--- config.mk ---
export PLATFORM = sky130hd
export DESIGN_NAME = adc_scan_seq
export DESIGN_NICKNAME = d
export VERILOG_FILES = /design/src/rtl/adc_scan_pkg.sv /design/src/rtl/lowest_pick.sv /design/src/rtl/eos_status.sv /design/src/rtl/adc_scan_seq.sv
export SDC_FILE = /design/constraint.sdc
export NUM_CORES = 1
export LEC_CHECK = 0
export BUFFER_PORTS_ARGS = -buffer_cell sky130_fd_sc_hd__buf_2
export CORE_MARGIN = 2
export CORE_UTILIZATION = 50
export DETAILED_ROUTE_END_ITERATION = 10
export GPL_ROUTABILITY_DRIVEN = 0
export MAX_ROUTING_LAYER = met4
export PLACE_DENSITY = 0.86
export SLEW_MARGIN = 20
export SYNTH_ARGS = -nofsm -noshare
export SYNTH_HDL_FRONTEND = slang
export SYNTH_HIERARCHICAL = 1
export SYNTH_SLANG_ARGS = --single-unit
--- constraint.sdc ---
create_clock -name clk -period 2.67 [get_ports clk]
set_clock_uncertainty 0.15 [all_clocks]
set_input_delay 0.534 -clock clk [delete_from_list [all_inputs] [get_ports clk]]
set_output_delay 0.534 -clock clk [all_outputs]
set_load 0.02 [all_outputs]
--- src/rtl/adc_scan_pkg.sv ---
package adc_scan_pkg;
    typedef enum logic [1:0] {
        S_IDLE,
        S_CONV,
        S_STEP,
        S_RESTART
    } scan_state_t;
endpackage

--- src/rtl/lowest_pick.sv ---
module lowest_pick #(
    parameter int NCH = 16,
    localparam int CW = $clog2(NCH)
) (
    input  logic [NCH-1:0] mask_i,
    input  logic [CW:0]    base_i,
    output logic           found_o,
    output logic [CW-1:0]  idx_o
);
    always_comb begin
        found_o = 1'b0;
        idx_o   = '0;
        for (int i = NCH - 1; i >= 0; i--) begin
            if (mask_i[i] && (i >= int'(base_i))) begin
                found_o = 1'b1;
                idx_o   = i[CW-1:0];
            end
        end
    end
endmodule

--- src/rtl/eos_status.sv ---
module eos_status (
    input  logic clk,
    input  logic rst_n,
    input  logic set_i,
    input  logic clr_i,
    input  logic en_i,
    output logic eos_o,
    output logic irq_o
);
    logic eos_q;

    always_ff @(posedge clk or negedge rst_n) begin
        if (!rst_n)     eos_q <= 1'b0;
        else if (set_i) eos_q <= 1'b1;
        else if (clr_i) eos_q <= 1'b0;
    end

    assign eos_o = eos_q;
    assign irq_o = eos_q & en_i;


    eos_set_chk: assert property (@(posedge clk) disable iff (!rst_n)
        set_i |=> eos_o);

    eos_clr_chk: assert property (@(posedge clk) disable iff (!rst_n)
        (clr_i && !set_i) |=> !eos_o);

    eos_hold_chk: assert property (@(posedge clk) disable iff (!rst_n)
        (eos_o && !clr_i) |=> eos_o);
endmodule

--- src/rtl/adc_scan_seq.sv ---
module adc_scan_seq
    import adc_scan_pkg::*;
#(
    parameter int NCH = 16,
    parameter int DW  = 10,
    localparam int CW = $clog2(NCH)
) (
    input  logic           clk,
    input  logic           rst_n,
    input  logic           start_i,
    input  logic [NCH-1:0] mask_i,
    input  logic           irq_en_i,
    input  logic           eos_clr_i,
    output logic           busy_o,
    output logic           eos_o,
    output logic           irq_o,
    output logic           conv_start_o,
    output logic [CW-1:0]  conv_chan_o,
    input  logic           conv_done_i,
    input  logic [DW-1:0]  conv_data_i,
    output logic           push_o,
    output logic [CW-1:0]  push_chan_o,
    output logic [DW-1:0]  push_data_o
);
    scan_state_t    state_q, state_d;
    logic [NCH-1:0] mask_q, mask_d;
    logic [CW-1:0]  chan_q, chan_d;
    logic           eos_set, push_d;
    logic           first_found, next_found;
    logic [CW-1:0]  first_idx, next_idx;
    logic [CW:0]    next_base;

    assign next_base = {1'b0, chan_q} + 1'b1;

    lowest_pick #(.NCH(NCH)) u_first (
        .mask_i(mask_i), .base_i('0),
        .found_o(first_found), .idx_o(first_idx)
    );

    lowest_pick #(.NCH(NCH)) u_next (
        .mask_i(mask_q), .base_i(next_base),
        .found_o(next_found), .idx_o(next_idx)
    );

    eos_status u_status (
        .clk(clk), .rst_n(rst_n), .set_i(eos_set), .clr_i(eos_clr_i),
        .en_i(irq_en_i), .eos_o(eos_o), .irq_o(irq_o)
    );

    always_ff @(posedge clk or negedge rst_n) begin
        if (!rst_n) begin
            state_q <= S_IDLE;
            mask_q  <= '0;
            chan_q  <= '0;
        end else begin
            state_q <= state_d;
            mask_q  <= mask_d;
            chan_q  <= chan_d;
        end
    end

    always_comb begin
        state_d = state_q;
        mask_d  = mask_q;
        chan_d  = chan_q;
        eos_set = 1'b0;
        push_d  = 1'b0;
        if (start_i) begin
            mask_d = mask_i;
            if (!first_found) begin
                state_d = S_IDLE;
                eos_set = 1'b1;
            end else begin
                chan_d  = first_idx;
                state_d = (state_q == S_IDLE) ? S_CONV : S_RESTART;
            end
        end else begin
            unique case (state_q)
                S_IDLE: ;
                S_CONV: begin
                    if (conv_done_i) begin
                        push_d = 1'b1;
                        if (next_found) begin
                            chan_d  = next_idx;
                            state_d = S_STEP;
                        end else begin
                            state_d = S_IDLE;
                            eos_set = 1'b1;
                        end
                    end
                end
                S_STEP, S_RESTART: state_d = S_CONV;
                default: state_d = S_IDLE;
            endcase
        end
    end

    always_comb begin
        busy_o       = (state_q != S_IDLE);
        conv_start_o = (state_q == S_CONV);
        conv_chan_o  = chan_q;
        push_o       = push_d;
        push_chan_o  = chan_q;
        push_data_o  = conv_data_i;
    end


    idle_quiet_chk: assert property (@(posedge clk) disable iff (!rst_n)
        !busy_o |-> (!conv_start_o && !push_o));

    restart_low_chk: assert property (@(posedge clk) disable iff (!rst_n)
        (busy_o && start_i) |=> !conv_start_o);

    no_abort_push_chk: assert property (@(posedge clk) disable iff (!rst_n)
        start_i |-> !push_o);

    push_masked_chk: assert property (@(posedge clk) disable iff (!rst_n)
        push_o |-> mask_q[push_chan_o]);

    chan_stable_chk: assert property (@(posedge clk) disable iff (!rst_n)
        (conv_start_o && $past(conv_start_o)) |-> $stable(conv_chan_o));

    empty_mask_chk: assert property (@(posedge clk) disable iff (!rst_n)
        (start_i && mask_i == '0) |=> (eos_o && !busy_o));
endmodule

### Word level (Yosys, flattened, before mapping)

Index checks and enable logic that the tools add are counted.

| storage, ports and cells | value |
|---|---|
| register bits after elaboration | 23 |

| cells by class | value |
|---|---|
| bitwise operators | 1 |
| add/sub/neg operators | 1 |
| reduce and logical (&&, ||, !) cells | 26 |
| order comparisons | 16 |
| equality and inequality tests | 5 |
| multiplexer cells | 85 |

Operator list:

| operator | count |
|---|---|
| 4-bit two-way mux | 37 |
| 1-bit two-way mux | 42 |
| 4-bit by 5-bit >= comparator with 1-bit output, first input constant | 8 |
| 3-bit by 5-bit >= comparator with 1-bit output, first input constant | 4 |
| 1-bit logical AND | 16 |
| 1-bit by 5-bit >= comparator with 1-bit output, first input constant | 2 |
| 2-bit by 5-bit >= comparator with 1-bit output, first input constant | 2 |
| 2-bit two-way mux | 5 |
| 2-bit nonzero test | 5 |
| 4-bit by 1-bit adder with 5-bit output, second input constant | 1 |
| 2-bit == test, second input constant | 2 |
| 2-bit one-hot mux with 2 select lines | 1 |
| 4-bit AND reduction | 1 |
| 3-bit by 2-bit inequality test with 1-bit output, second input constant | 1 |
| 3-bit nonzero test | 1 |
| 2-bit by 1-bit == test with 1-bit output, second input constant | 1 |
| 2-bit zero test | 1 |
| 2-bit by 1-bit inequality test with 1-bit output, second input constant | 1 |
| 2-bit AND reduction | 1 |
| 2-bit OR reduction | 1 |
| 1-bit bitwise AND | 1 |

### Longest topological paths before layout

| depth | value |
|---|---|
| word-level depth | 24 |
| depth in mapped cells | 11 |
| gate-level depth less buffers | 10 |

### Modules after synthesis

Netlist, hierarchy kept.

By module, submodules not included:

| module | sequential area each (sq um) | instances | area an instance (sq um) | cells an instance |
|---|---|---|---|---|
| adc_scan_seq | 550.5 | 1 | 1097.3 | 84 |
| lowest_pick | 0.0 | 2 | 479.2 | 77 |
| eos_status | 25.0 | 1 | 42.5 | 4 |

### Worst setup path after synthesis

OpenSTA, ideal clock, no wires.

| path | value |
|---|---|
| kind | register -> register |
| start point | reg chan_q[0] (netlist: conv_chan_o[0]) |
| end point | reg chan_q[2] (netlist: conv_chan_o[2]) |
| arrival | 2296 ps |
| slack | 157 ps |
| required time | 2452 ps |
| stages on the path, launching flop included | 11 |
| library setup time | 68 ps |
| path through | dfrtp_1 ha_1 and3_1 nor4_1 nand3b_1 nor2b_2 nand4_1 nand2b_1 inv_1 o21ai_4 o221a_1 |

RTL lines:

| what | RTL line | RTL |
|---|---|---|
| start: declaration | adc_scan_seq.sv:27 | `logic [CW-1:0] chan_q, chan_d;` |
| start signal: assignment | adc_scan_seq.sv:58 | `chan_q <= chan_d;` |
| 4-bit by 1-bit adder with 5-bit output * | adc_scan_seq.sv:33 | `assign next_base = {1'b0, chan_q} + 1'b1;` |
| net next_base[4] | adc_scan_seq.sv:31 | `logic [CW:0] next_base;` |
| 4-bit by 5-bit >= comparator with 1-bit output | lowest_pick.sv:14 | `if (mask_i[i] && (i >= int'(base_i))) begin` |
| 1-bit logical AND | lowest_pick.sv:14 |  |
| 1-bit two-way mux (15 in series) | lowest_pick.sv:14 |  |
| 1-bit two-way mux * | lowest_pick.sv:14 |  |
| net next_found | adc_scan_seq.sv:29 | `logic first_found, next_found;` |
| 2-bit nonzero test (no source line) * | -- |  |
| 4-bit AND reduction (no source line) * | -- |  |

Mark *: on every way through the listed nets, which the timed path passes. The rest lies on a longest branch. The select of a mux whose other input is x is not followed.
A chain may end at the register's enable or synchronous reset.

### Final worst setup path

| path | value |
|---|---|
| start point | reg chan_q[0] (netlist: conv_chan_o[0]) |
| end point | reg chan_q[1] (netlist: conv_chan_o[1]) |

The elaborated chain is that of the path after synthesis.

==> summary.md <==
| Metric | Value |
|---|---|
| Design area | 2370 µm² |
| Post-DR wirelength/cell | 14.8 µm |
| Worst Setup EP | conv_chan_o[1]$_DFFE_PN0P_ |
| Clock buffer depth | 2 |
| Largest net degree at the start of global routing | 24 |
| Max-slew violation count | 0 |
| Max-cap viol count | 0 |
| Final wirelength | 4870 µm |
| Synth-to-Final Area Change | 13.1% |
| Avg Cell Area, Syn | 8.67 µm² |
| Final Cycle Share | 0.953 |
| Synth top area share | 0.274 |
| Ratio of cells with drive above 1 in the final layout | 0.331 |
| Async set-reset flop share out of synthesis | 1.00 |
| Crit start category | register |
| Leak | 0.00106 µW |
| Ant. Diodes | 0 |
| Syn Inst Count | 242 |
| GR Util All Layers | 0.217 |
| R2r startpoint | conv_chan_o[0]$_DFFE_PN0P_ |
| Ys Warns | 6 |
| R2R depth | 11 |
| Num rows | 23 |
| Crit path launch | conv_chan_o[0]$_DFFE_PN0P_ |
| DP Area | 2250 µm² |
| H-tree depth | 1 |
| Vias in the first global route | 1676 |
| Clk slew on worst S/H paths | 0.08 ns |
| Place WS | -0.0557 ns |
| Die ar. | 4730 µm² |
| Total CTS buffers | 3 |
| Die X | 68.8 µm |
| PortBufs | 34 |
| Most frequent cells in the layout | 34 x buf_2, 21 x dfrtp_1, 20 x nand2_1, 17 x o21ai_0, 16 x mux2_2 |
| Initial antenna violation count | 0 |
| Via count | 1910 |
| Register area share after synthesis | 0.274 |
| Hold WS | 0.0658 ns |
| ANT nets after route | 0 |
| Die height | 68.8 µm |
| CTS Hold Bufs | 0 |
| Post-synth EDFFs | 0 |
| Post-DP HPWL | 3770 µm |
| Worst setup EP type | register |
| Router iterations before antenna repair | 5 |
| Final core utilization | 0.589 |
| Starting density of the core | 0.521 |
| Global-route wire length before repair | 7540 µm |
| Final Setup Violations | 0 |
| Num Clock Sinks | 23 |
| Most common cell after layout, fill and taps aside | buf_2 |
| DRC errors left | 0 |
| Area contributors post-synth | dfrtp_1 27%, mux2_2 8.6%, buf_4 6.8% |
| CP Max Fanout | 11 |
| Drt via density | 5.82 |
| Num ports | 55 |
| Worst VDD drop | 0.298 mV |
| Yosys cell types | 47 |
| Overall Power | 1910 µW |
| Fmax | 393 MHz |
| Seq cells post-synth | 23 |
| Synth Cell Area | 2100 µm² |
| Critical Path AT | 2.55 ns |
| Reg2Reg Capture Point | conv_chan_o[1]$_DFFE_PN0P_ |
| Fill count | 374 |
| Final #Nets | 312 |
| Worst Setup Slack, final | 0.125 ns |
| Period minus WS final | 2.55 ns |
| Reg2Reg Setup Slack | 0.12 ns |
| Outcome | complete, no violations |
| Post-synth top area cell | dfrtp_1 |
| Hold Violations, Final | 0 |
| CORE AREA | 4030 µm² |
| P per Cell Area | 804 nW/µm² |
| CP required | 2.68 ns |
| Ys flop type | dfrtp_1 |
| HP Class | input pin to asynchronous set/reset pin |
| Latest clock arrival within the worst-skew pair | 0.27 ns |
| Root Driver | clkbuf_8 |
| DR iter-0 viols | 178 |
| CTS tree | built |
| Crit Path Category | register to register |
| GRT overflow | 0 |
[registers in the layout, summed over array words and instances (netlist names)]
signal          count
mask_q             16
conv_chan_o         4
state_q             2
u_status/eos_o      1
[repair_timing]
item                                    in CTS  in global routing
pin swaps                                    0                  1
gates resized for setup                      1                  9
cloned                                       0                  1
buffers inserted                             0                  1
endpoints found under the setup margin       4                  6
[power by group]
| group | leakage (µW) | switching [µW] | internal (µW) |
|---|---|---|---|
| combinational | 0.000767 | 715 | 509 |
| sequential | 0.000266 | 65.1 | 402 |
| clock | 0.0000255 | 110 | 104 |
[final cells by class]
cell class	instances	area, µm²	area share
flip-flops and latches	23	578	0.244
clock inverters	1	5.00	0.00211
well taps	50	62.6	0.0264
clock buffers	3	41.3	0.0174
repair buffers	43	238	0.100
inverters	10	42.5	0.0179
multi-input cells	198	1410	0.592
[layer usage]
layer	wire length, µm	vias up	GRT usage
met5	0	-	-
met4	122	0	0.0833
met3	304	13	0.0195
met2	2320	75	0.350
met1	2130	896	0.283
li1	-	926	-
[worst min path at each step]
| stage | depth (start not counted) | to | slack (ns) |
|---|---|---|---|
| 6_report | 1 | u_status/eos_o$_DFFE_PN0P_ | 0.07 |
| 5_1_grt | 1 | conv_chan_o[2]$_DFFE_PN0P_ | 0.11 |
| 4_1_cts | 1 | u_status/eos_o$_DFFE_PN0P_ | 0.08 |
| 3_5_place_dp | 1 | mask_q[9]$_DFFE_PN0P_ | 0.35 |
| 3_3_place_gp | 1 | u_status/eos_o$_DFFE_PN0P_ | 0.33 |
| 2_1_floorplan | 0 | conv_chan_o[0]$_DFFE_PN0P_ | 0.09 |
[cell usage after synthesis, types with 7 or more instances]
| cell | count |
|---|---|
| mux2_2 | 16 |
| nor2b_1 | 8 |
| nand2b_1 | 7 |
| nand3b_1 | 12 |
| nor2_1 | 10 |
| inv_1 | 9 |
| dfrtp_1 | 23 |
| a21oi_1 | 10 |
| nand2_1 | 20 |
| buf_4 | 19 |
| nand3_1 | 9 |
| o21ai_0 | 17 |
[per-stage QoR]
stage | TNS, ns | instances
2_1_floorplan | 0 | 256
3_3_place_gp | 0 | 322
3_5_place_dp | -0.204 | 322
4_1_cts | 0 | 326
5_1_grt | -0.0328 | 328
6_report | 0 | 328
[worst max-delay path: stages, from the launching register on]
cell      delay (ns)
dfrtp_2         0.46
ha_4            0.18
xor2_1          0.20
buf_4           0.22
o21ai_0         0.09
and3_1          0.24
nor2b_2         0.17
nand4_1         0.12
nand2b_1        0.18
inv_1           0.10
o21ai_4         0.07
o221a_1         0.23
[kinds of logic after synthesis]
family | count (synthesis) | synth area share
AOI/OAI and AO/OA | 63 | 0.220
xor gates and xnor gates | 2 | 0.00835
adders and majority gates | 1 | 0.00596
buffers and inverters | 36 | 0.114
DFF | 23 | 0.274
muxes | 16 | 0.0859
other | 1 | 0.00179
and+or+nand+nor | 100 | 0.290
Power figures use the tool's default switching activity.
